File: config.mk
export PLATFORM = sky130hd
export DESIGN_NAME = crc_engine
export DESIGN_NICKNAME = d
export VERILOG_FILES = /design/src/rtl/crc_eng_pkg.sv /design/src/rtl/crc_word_fifo.sv /design/src/rtl/crc_byte_hasher.sv /design/src/rtl/crc_mem_fetch.sv /design/src/rtl/crc_engine.sv
export SDC_FILE = /design/constraint.sdc
export NUM_CORES = 1
export LEC_CHECK = 0
export ABC_CLOCK_PERIOD_IN_PS = 5800
export BUFFER_PORTS_ARGS = -buffer_cell sky130_fd_sc_hd__buf_2
export CAP_MARGIN = 20
export CORE_ASPECT_RATIO = 1.1
export CORE_MARGIN = 2
export CORE_UTILIZATION = 55
export CTS_BUF_LIST = sky130_fd_sc_hd__clkbuf_8
export CTS_CLUSTER_SIZE = 20
export DETAILED_ROUTE_END_ITERATION = 6
export GPL_TIMING_DRIVEN = 1
export PLACE_DENSITY = 0.86
export SKIP_CTS_REPAIR_TIMING = 1
export SYNTH_ARGS = -nofsm -noshare
export SYNTH_HDL_FRONTEND = slang
export SYNTH_SLANG_ARGS = --single-unit
File: constraint.sdc
create_clock -name clk -period 5.8 [get_ports clk]
set_clock_uncertainty 0.1 [all_clocks]
set_input_delay 0.58 -clock clk [delete_from_list [all_inputs] [get_ports clk]]
set_output_delay 0.58 -clock clk [all_outputs]
set_load 0.01 [all_outputs]
File: src/rtl/crc_eng_pkg.sv
// Package: shared types and pure functions for the CRC engine.
// Assumes a maximum CRC width of 32 bits; 16-bit operation uses bits 15:0.
package crc_eng_pkg;

    typedef enum logic [1:0] {
        SEL_CRC16  = 2'd0,
        SEL_CRC32  = 2'd1,
        SEL_CUSTOM = 2'd2
    } crc_sel_e;

    typedef struct packed {
        logic [31:0] poly;
        logic [31:0] init;
        logic [31:0] xorout;
        logic        refin;
        logic        refout;
        logic        wide;
    } crc_cfg_t;

    // Reverse the bit order of a byte.
    function automatic logic [7:0] rev8(input logic [7:0] v);
        logic [7:0] r;
        for (int i = 0; i < 8; i++) r[i] = v[7-i];
        return r;
    endfunction

    // Reverse the bit order of a halfword.
    function automatic logic [15:0] rev16(input logic [15:0] v);
        logic [15:0] r;
        for (int i = 0; i < 16; i++) r[i] = v[15-i];
        return r;
    endfunction

    // Reverse the bit order of a word.
    function automatic logic [31:0] rev32(input logic [31:0] v);
        logic [31:0] r;
        for (int i = 0; i < 32; i++) r[i] = v[31-i];
        return r;
    endfunction

    // Fold one byte, most significant bit first, into the CRC state.
    function automatic logic [31:0] crc_step(input logic [31:0] c, input logic [7:0] b,
                                             input logic [31:0] poly, input logic wide);
        logic [31:0] r;
        logic        fb;
        r = c;
        for (int i = 0; i < 8; i++) begin
            fb = (wide ? r[31] : r[15]) ^ b[7-i];
            r  = r << 1;
            if (fb) r = r ^ poly;
        end
        if (!wide) r[31:16] = 16'h0;
        return r;
    endfunction

    // Apply output reflection, final XOR and width mask.
    function automatic logic [31:0] crc_final(input logic [31:0] c, input logic refout,
                                              input logic [31:0] xorout, input logic wide);
        logic [31:0] v;
        if (refout) v = wide ? rev32(c) : {16'h0, rev16(c[15:0])};
        else        v = c;
        v = v ^ xorout;
        if (!wide) v[31:16] = 16'h0;
        return v;
    endfunction

    // Turn the configuration port into an effective setting.
    function automatic crc_cfg_t crc_resolve(input logic [1:0] sel, input logic [31:0] poly,
                                             input logic [31:0] init, input logic [31:0] xorout,
                                             input logic refin, input logic refout,
                                             input logic wide);
        crc_cfg_t c;
        case (sel)
            SEL_CRC16: c = '{poly: 32'h0000_1021, init: 32'h0000_FFFF, xorout: 32'h0,
                             refin: 1'b0, refout: 1'b0, wide: 1'b0};
            SEL_CRC32: c = '{poly: 32'h04C1_1DB7, init: 32'hFFFF_FFFF, xorout: 32'hFFFF_FFFF,
                             refin: 1'b1, refout: 1'b1, wide: 1'b1};
            default:   c = '{poly: poly, init: init, xorout: xorout,
                             refin: refin, refout: refout, wide: wide};
        endcase
        return c;
    endfunction

endpackage

File: src/rtl/crc_word_fifo.sv
// Module: small synchronous word buffer between the word sources and the hasher.
// Assumes the writer never pushes while full; a push when full is dropped.
module crc_word_fifo #(
    parameter int W     = 32,
    parameter int DEPTH = 4
) (
    input  logic         clk,
    input  logic         rst_n,
    input  logic         clear,
    input  logic         push,
    input  logic [W-1:0] din,
    input  logic         pop,
    output logic [W-1:0] dout,
    output logic         empty,
    output logic         full
);
    localparam int PW = (DEPTH > 1) ? $clog2(DEPTH) : 1;
    localparam int CW = $clog2(DEPTH + 1);

    logic [W-1:0]  store [DEPTH];
    logic [PW-1:0] wr_ptr, rd_ptr;
    logic [CW-1:0] count;
    logic          push_ok, pop_ok;

    assign empty   = (count == '0);
    assign full    = (count == CW'(DEPTH));
    assign push_ok = push && !full;
    assign pop_ok  = pop && !empty;
    assign dout    = store[rd_ptr];

    // Next pointer position with wrap at DEPTH.
    function automatic logic [PW-1:0] bump(input logic [PW-1:0] p);
        return (p == PW'(DEPTH - 1)) ? '0 : p + PW'(1);
    endfunction

    // Data storage write.
    always_ff @(posedge clk) begin
        if (push_ok && !clear) store[wr_ptr] <= din;
    end

    // Pointer and occupancy tracking.
    always_ff @(posedge clk) begin
        if (!rst_n || clear) begin
            wr_ptr <= '0;
            rd_ptr <= '0;
            count  <= '0;
        end else begin
            if (push_ok) wr_ptr <= bump(wr_ptr);
            if (pop_ok)  rd_ptr <= bump(rd_ptr);
            case ({push_ok, pop_ok})
                2'b10:   count <= count + CW'(1);
                2'b01:   count <= count - CW'(1);
                default: count <= count;
            endcase
        end
    end
endmodule

File: src/rtl/crc_byte_hasher.sv
// Module: splits buffered words into bytes (least significant first) and folds
// one byte per clock into the CRC state. A word is loaded on the cycle that
// finishes the previous one, so back-to-back words cost WORD_W/8 cycles each.
// Assumes poly/refin/wide are stable while a block runs.
module crc_byte_hasher #(
    parameter int WORD_W = 32
) (
    input  logic              clk,
    input  logic              rst_n,
    input  logic              clear,
    input  logic [31:0]       init_val,
    input  logic [31:0]       poly,
    input  logic              refin,
    input  logic              wide,
    input  logic              fifo_empty,
    input  logic [WORD_W-1:0] fifo_word,
    output logic              pop,
    output logic              word_done,
    output logic [31:0]       crc_state
);
    import crc_eng_pkg::*;

    localparam int NB = WORD_W / 8;
    localparam int IW = (NB > 1) ? $clog2(NB) : 1;
    localparam logic [IW-1:0] LAST = IW'(NB - 1);

    logic [WORD_W-1:0] word_q;
    logic [IW-1:0]     idx;
    logic              busy;
    logic [7:0]        cur_byte, feed_byte;
    logic [31:0]       crc_q;

    assign cur_byte  = word_q[{idx, 3'b000} +: 8];
    assign feed_byte = refin ? rev8(cur_byte) : cur_byte;
    assign word_done = busy && (idx == LAST);
    assign pop       = (!busy || word_done) && !fifo_empty && !clear;
    assign crc_state = crc_q;

    // Byte sequencing and CRC state update.
    always_ff @(posedge clk) begin
        if (!rst_n) begin
            word_q <= '0;
            idx    <= '0;
            busy   <= 1'b0;
            crc_q  <= '0;
        end else if (clear) begin
            idx    <= '0;
            busy   <= 1'b0;
            crc_q  <= init_val;
        end else begin
            if (busy) begin
                crc_q <= crc_step(crc_q, feed_byte, poly, wide);
                idx   <= idx + IW'(1);
            end
            if (pop) begin
                word_q <= fifo_word;
                busy   <= 1'b1;
                idx    <= '0;
            end else if (word_done) begin
                busy   <= 1'b0;
            end
        end
    end
endmodule

File: src/rtl/crc_mem_fetch.sv
// Module: walks a memory block from a base word address, one read at a time.
// Assumes read data returns exactly one cycle after the request.
module crc_mem_fetch #(
    parameter int ADDR_W = 16,
    parameter int LEN_W  = 16
) (
    input  logic              clk,
    input  logic              rst_n,
    input  logic              start,
    input  logic [ADDR_W-1:0] base,
    input  logic [LEN_W-1:0]  len,
    input  logic              enable,
    input  logic              fifo_full,
    output logic              rd_en,
    output logic [ADDR_W-1:0] rd_addr,
    output logic              push
);
    logic [ADDR_W-1:0] addr_q;
    logic [LEN_W-1:0]  issued;
    logic              pending;

    assign rd_en   = enable && !start && !pending && !fifo_full && (issued != len);
    assign rd_addr = addr_q;
    assign push    = pending;

    // Address walk and outstanding-read tracking.
    always_ff @(posedge clk) begin
        if (!rst_n) begin
            addr_q  <= '0;
            issued  <= '0;
            pending <= 1'b0;
        end else if (start) begin
            addr_q  <= base;
            issued  <= '0;
            pending <= 1'b0;
        end else begin
            pending <= rd_en;
            if (rd_en) begin
                addr_q <= addr_q + ADDR_W'(1);
                issued <= issued + LEN_W'(1);
            end
        end
    end
endmodule

File: src/rtl/crc_engine.sv
// Module: top of the programmable CRC checking engine. Captures the block
// configuration at start, feeds words from the snooped stream or the memory
// walker into a buffer, hashes them a byte per clock and flags completion.
// Assumes snooped traffic averages no more than one word per WORD_W/8 cycles.
module crc_engine
    import crc_eng_pkg::*;
#(
    parameter int WORD_W     = 32,
    parameter int ADDR_W     = 16,
    parameter int LEN_W      = 16,
    parameter int FIFO_DEPTH = 4
) (
    input  logic              clk,
    input  logic              rst_n,
    input  logic              start,
    input  logic              src_mem,
    input  logic [1:0]        cfg_sel,
    input  logic [31:0]       cfg_poly,
    input  logic [31:0]       cfg_init,
    input  logic [31:0]       cfg_xorout,
    input  logic              cfg_refin,
    input  logic              cfg_refout,
    input  logic              cfg_wide,
    input  logic [31:0]       cfg_expect,
    input  logic [LEN_W-1:0]  blk_len,
    input  logic [ADDR_W-1:0] mem_base,
    input  logic              pt_valid,
    input  logic              pt_ready,
    input  logic [WORD_W-1:0] pt_data,
    output logic              mem_rd_en,
    output logic [ADDR_W-1:0] mem_addr,
    input  logic [WORD_W-1:0] mem_rd_data,
    output logic [31:0]       crc_result,
    output logic              crc_done,
    output logic              crc_match
);
    crc_cfg_t          eff_cfg;
    logic [31:0]       poly_q, xor_q, expect_q, crc_state, width_mask;
    logic              refin_q, refout_q, wide_q, src_mem_q;
    logic [LEN_W-1:0]  len_q, words_in, words_done;
    logic              active, done_q, block_end;
    logic              pt_take, fetch_push, fifo_push, fifo_pop, fifo_empty, fifo_full;
    logic              word_done;
    logic [WORD_W-1:0] fifo_din, fifo_dout;

    assign eff_cfg = crc_resolve(cfg_sel, cfg_poly, cfg_init, cfg_xorout,
                                 cfg_refin, cfg_refout, cfg_wide);

    assign pt_take    = active && !src_mem_q && !start && pt_valid && pt_ready
                        && (words_in != len_q);
    assign fifo_push  = pt_take || fetch_push;
    assign fifo_din   = fetch_push ? mem_rd_data : pt_data;
    assign block_end  = active && (words_done == len_q);
    assign width_mask = wide_q ? 32'hFFFF_FFFF : 32'h0000_FFFF;

    assign crc_result = crc_final(crc_state, refout_q, xor_q, wide_q);
    assign crc_done   = done_q;
    assign crc_match  = done_q && (crc_result == (expect_q & width_mask));

    // Capture of per-block settings at start.
    always_ff @(posedge clk) begin
        if (!rst_n) begin
            poly_q    <= '0;
            xor_q     <= '0;
            expect_q  <= '0;
            refin_q   <= 1'b0;
            refout_q  <= 1'b0;
            wide_q    <= 1'b0;
            src_mem_q <= 1'b0;
            len_q     <= '0;
        end else if (start) begin
            poly_q    <= eff_cfg.poly;
            xor_q     <= eff_cfg.xorout;
            expect_q  <= cfg_expect;
            refin_q   <= eff_cfg.refin;
            refout_q  <= eff_cfg.refout;
            wide_q    <= eff_cfg.wide;
            src_mem_q <= src_mem;
            len_q     <= blk_len;
        end
    end

    // Block progress and completion flag.
    always_ff @(posedge clk) begin
        if (!rst_n) begin
            active     <= 1'b0;
            done_q     <= 1'b0;
            words_in   <= '0;
            words_done <= '0;
        end else if (start) begin
            active     <= 1'b1;
            done_q     <= 1'b0;
            words_in   <= '0;
            words_done <= '0;
        end else begin
            if (pt_take)   words_in   <= words_in + LEN_W'(1);
            if (word_done) words_done <= words_done + LEN_W'(1);
            if (block_end) begin
                active <= 1'b0;
                done_q <= 1'b1;
            end
        end
    end

    crc_mem_fetch #(.ADDR_W(ADDR_W), .LEN_W(LEN_W)) u_fetch (
        .clk       (clk),
        .rst_n     (rst_n),
        .start     (start),
        .base      (mem_base),
        .len       (len_q),
        .enable    (active && src_mem_q),
        .fifo_full (fifo_full),
        .rd_en     (mem_rd_en),
        .rd_addr   (mem_addr),
        .push      (fetch_push)
    );

    crc_word_fifo #(.W(WORD_W), .DEPTH(FIFO_DEPTH)) u_fifo (
        .clk   (clk),
        .rst_n (rst_n),
        .clear (start),
        .push  (fifo_push),
        .din   (fifo_din),
        .pop   (fifo_pop),
        .dout  (fifo_dout),
        .empty (fifo_empty),
        .full  (fifo_full)
    );

    crc_byte_hasher #(.WORD_W(WORD_W)) u_hash (
        .clk        (clk),
        .rst_n      (rst_n),
        .clear      (start),
        .init_val   (eff_cfg.init),
        .poly       (poly_q),
        .refin      (refin_q),
        .wide       (wide_q),
        .fifo_empty (fifo_empty),
        .fifo_word  (fifo_dout),
        .pop        (fifo_pop),
        .word_done  (word_done),
        .crc_state  (crc_state)
    );
endmodule

==> results.tsv <==
stage	metric	value	unit
finish	Finished Cell Area	26500	sq um
sta	hold_ws	0.00765	ns
route	DRT Wirelength	66.2	mm
cts	cts bufs inserted	61	
finish	area delta synth->final	16.5	%
power	Peak VDD IR	0.226	mV
critical_path	CP most frequent cell	xnor2_2	
run_status	violated checks	negative setup slack	
sta	RSZ-0062 raised after global routing	yes	
synth	Post-synth EDFFs	128	
synth	cell area after synthesis	22700	sq um
global_routing	total track usage	30.0	%
route	vias per cell	6.02	
power	Tot Pwr	7.32	mW
sta	minimum clock period	6.19	ns
critical_path	CP required	6.28	ns
synth	register area share after synthesis	39.5	%
sta	Final WS setup	-0.391	ns
sta	Final Max Tran Viols	0	
synth	most numerous cell in the Yosys netlist	nand2_1	
cts	Sinks on Clock Net	385	
global_routing	largest net degree at the start of global routing	94	
finish	Filler cells	3191	
route	Antenna Nets Post-Route	0	
finish	share of cells above drive strength 1	23.6	%
placement	GPL Wtd Cong	0.957	
placement	Post-DP Area	24800	sq um
die	CORE AREA	41000	sq um
critical_path	Critical Path AT	6.67	ns
finish	Nets	2939	
synth	YS warnings	0	
die	die width	198	um
route	# DRC	0	
die	I/O pin total	286	
synth	synth cell count leaders	384 x nand2_1, 272 x xnor2_1, 257 x dfxtp_1, 177 x a21oi_1, 154 x clkbuf_1	
synth	leading area contributor after synthesis	dfxtp_1	
placement	DP HPWL	45.8	mm
cts	root buf cell	clkbuf_8	
sta	fmax	162	MHz
power	PD cells	276	nW/um^2
critical_path	CP endpoint kind	flip-flop	
route	WL/cell	20.3	um
sta	setup TNS	-9.86	ns
die	die area	43000	sq um
critical_path	CP max FO	7	
critical_path	cells along the critical path	mux2_4 > mux4_2 > buf_12 > mux2i_4 > xnor2_2 > buf_4 > o211ai_1 > o21ai_1 > or3_4 > and2_4 > mux2_4 > xnor2_4 > a2bb2oi_4 > xnor2_4 > nor3_2 > o41ai_2 > xnor2_2 > xnor2_2 > buf_4 > or4b_2 > o2111a_1 > xnor2_1 > o22ai_1	
cts	TritonCTS clock tree	built	
synth	Syn Nets	2687	
synth	Async S/R FF share, synth	0	%
synth	share of the synthesized area in the top cell type	22.6	%
global_routing	initial antenna violation count	4	
die	Die H	217	um
synth	Primary FF master, synth	dfxtp_1	
global_routing	vias in the first global route	19000	
synth	#FFs+latches synth	385	
run_status	status	finished with violations	
job	max-cap violations	0	
power	Lkg Pwr	9.94	nW
sta	final period utilization	107	%
sta	Final Hold Vio Count	0	
critical_path	CP max stage delay	0.60	ns
global_routing	GRT overflow	0	
synth	count of different cell masters after synthesis	75	
finish	multi-input logic area	13000	sq um
critical_path	Setup CP Type	flip-flop to flip-flop	
die	Core Rows	78	
cts	Worst-Skew Late Latency	0.68	ns
cts	CTS max path bufs	3	
route	number of DRC markers in iteration 0	1873	
cts	Clock transition at path regs	0.07	ns
critical_path	CP Launch Type	flip-flop	
finish	Storage cell area	9000	sq um
placement	pre-CTS WS	-0.377	ns
route	vias	19700	
placement	Port-buffer cells	285	
synth	top cells by area, synth	dfxtp_1 23%, edfxtp_1 17%, xnor2_1 10%	
sta	max-slew headroom at the worst pin	21.0	%
die	Initial Utilization	55.5	%
synth	Syn Area/Cell	9.32	sq um
min_path	worst min path class	primary input to flip-flop	
global_routing	global-route wire length before repair	102	mm
critical_path	slowest stage cell, crit path	or4b_2	
cts	H-tree depth	2	
route	DRT Pass-1 Iters	5	
sta	Final setup viols	32	
sta	Worst Max-Slew Pin Slew	1.18	ns
synth	Syn Inst Count	2440	
-- final timing paths --
kind,from,to,slack (ns),cells after the start
min,cfg_poly[19],poly_q[19],0.008,2
min reg2reg,u_hash.word_q[8],u_hash.word_q[8],0.37,2
max,u_hash.idx[0],u_hash.crc_state[17],-0.39,23
max reg2reg,u_hash.idx[0],u_hash.crc_state[17],-0.39,23
-- logic make-up (layout without fill, tap and decap cells) --
| group | Yosys count | after routing | share of synthesized area, % |
|---|---|---|---|
| compound gates | 458 | 458 | 13.0 |
| xor+xnor | 387 | 387 | 15.6 |
| fa+ha+maj | 12 | 12 | 0.693 |
| buf+inv | 237 | 541 | 4.26 |
| flops | 385 | 385 | 39.5 |
| mux | 191 | 191 | 10.8 |
| other cells | 0 | 4 | 0 |
| simple gates | 770 | 770 | 16.1 |
-- metrics by stage --
| stage | util [%] | instances |
|---|---|---|
| CTS | 63.7 | 3249 |
| detailed placement | 60.5 | 3134 |
| global placement | 60.5 | 3134 |
| global route | 64.6 | 3267 |
| finish | 64.6 | 3268 |
| floorplan | - | 2440 |
-- state kept, by name, indices dropped and copies added (netlist names), 2 cells and up --
name	cells
u_fifo.rd_ptr	2
u_fetch.issued	16
poly_q	32
u_fifo.wr_ptr	2
u_fifo.count	3
expect_q	32
u_hash.word_q	32
u_hash.crc_state	32
len_q	16
words_in	16
words_done	16
u_fetch.rd_addr	16
xor_q	32
u_hash.idx	2
u_fifo.store	128
-- routing by layer --
metal,track usage (%),up-vias,part of all wire (%)
li1,-,9076,-
met1,37.2,9407,39
met2,49.7,964,48
met3,5.28,236,7.8
met4,16.8,2,5.5
met5,0,-,0.015
-- power by group --
group          internal [mW]  switching, mW
clock                   1.32           1.12
combinational          0.865          0.998
sequential              2.87          0.146
total                   5.05           2.27
-- worst max-delay path, delay by kind of cell, from the launching register on --
kind | cells | cell delay (ns)
simple gates | 4 | 1.26
compound gates | 6 | 1.20
buf+inv | 3 | 0.52
xor+xnor | 6 | 1.11
mux | 4 | 1.45
flops | 1 | 0.41
-- cells in the final DEF (no fill, tap or decap), types with 76 or more instances in the layout --
| cell type | count |
|---|---|
| clkbuf_8 | 76 |
| xor2_1 | 102 |
| buf_2 | 284 |
| nand2_1 | 384 |
| a21oi_1 | 176 |
| mux2i_1 | 99 |
| buf_4 | 100 |
| o21ai_0 | 101 |
| edfxtp_1 | 128 |
| dfxtp_1 | 252 |
| nor2_1 | 90 |
| xnor2_1 | 266 |
-- final cells by class --
cell class                 instances  area share [%]
inverter                          30           0.425
clock buffer                      76            3.95
tap                              520            2.46
timing repair buffer             396            8.97
clock inverter                    39           0.996
antenna                            4          0.0378
sequential                       385            34.0
multi-input combinational       1818            49.2
Note: power is estimated with default switching activity, not from simulation.
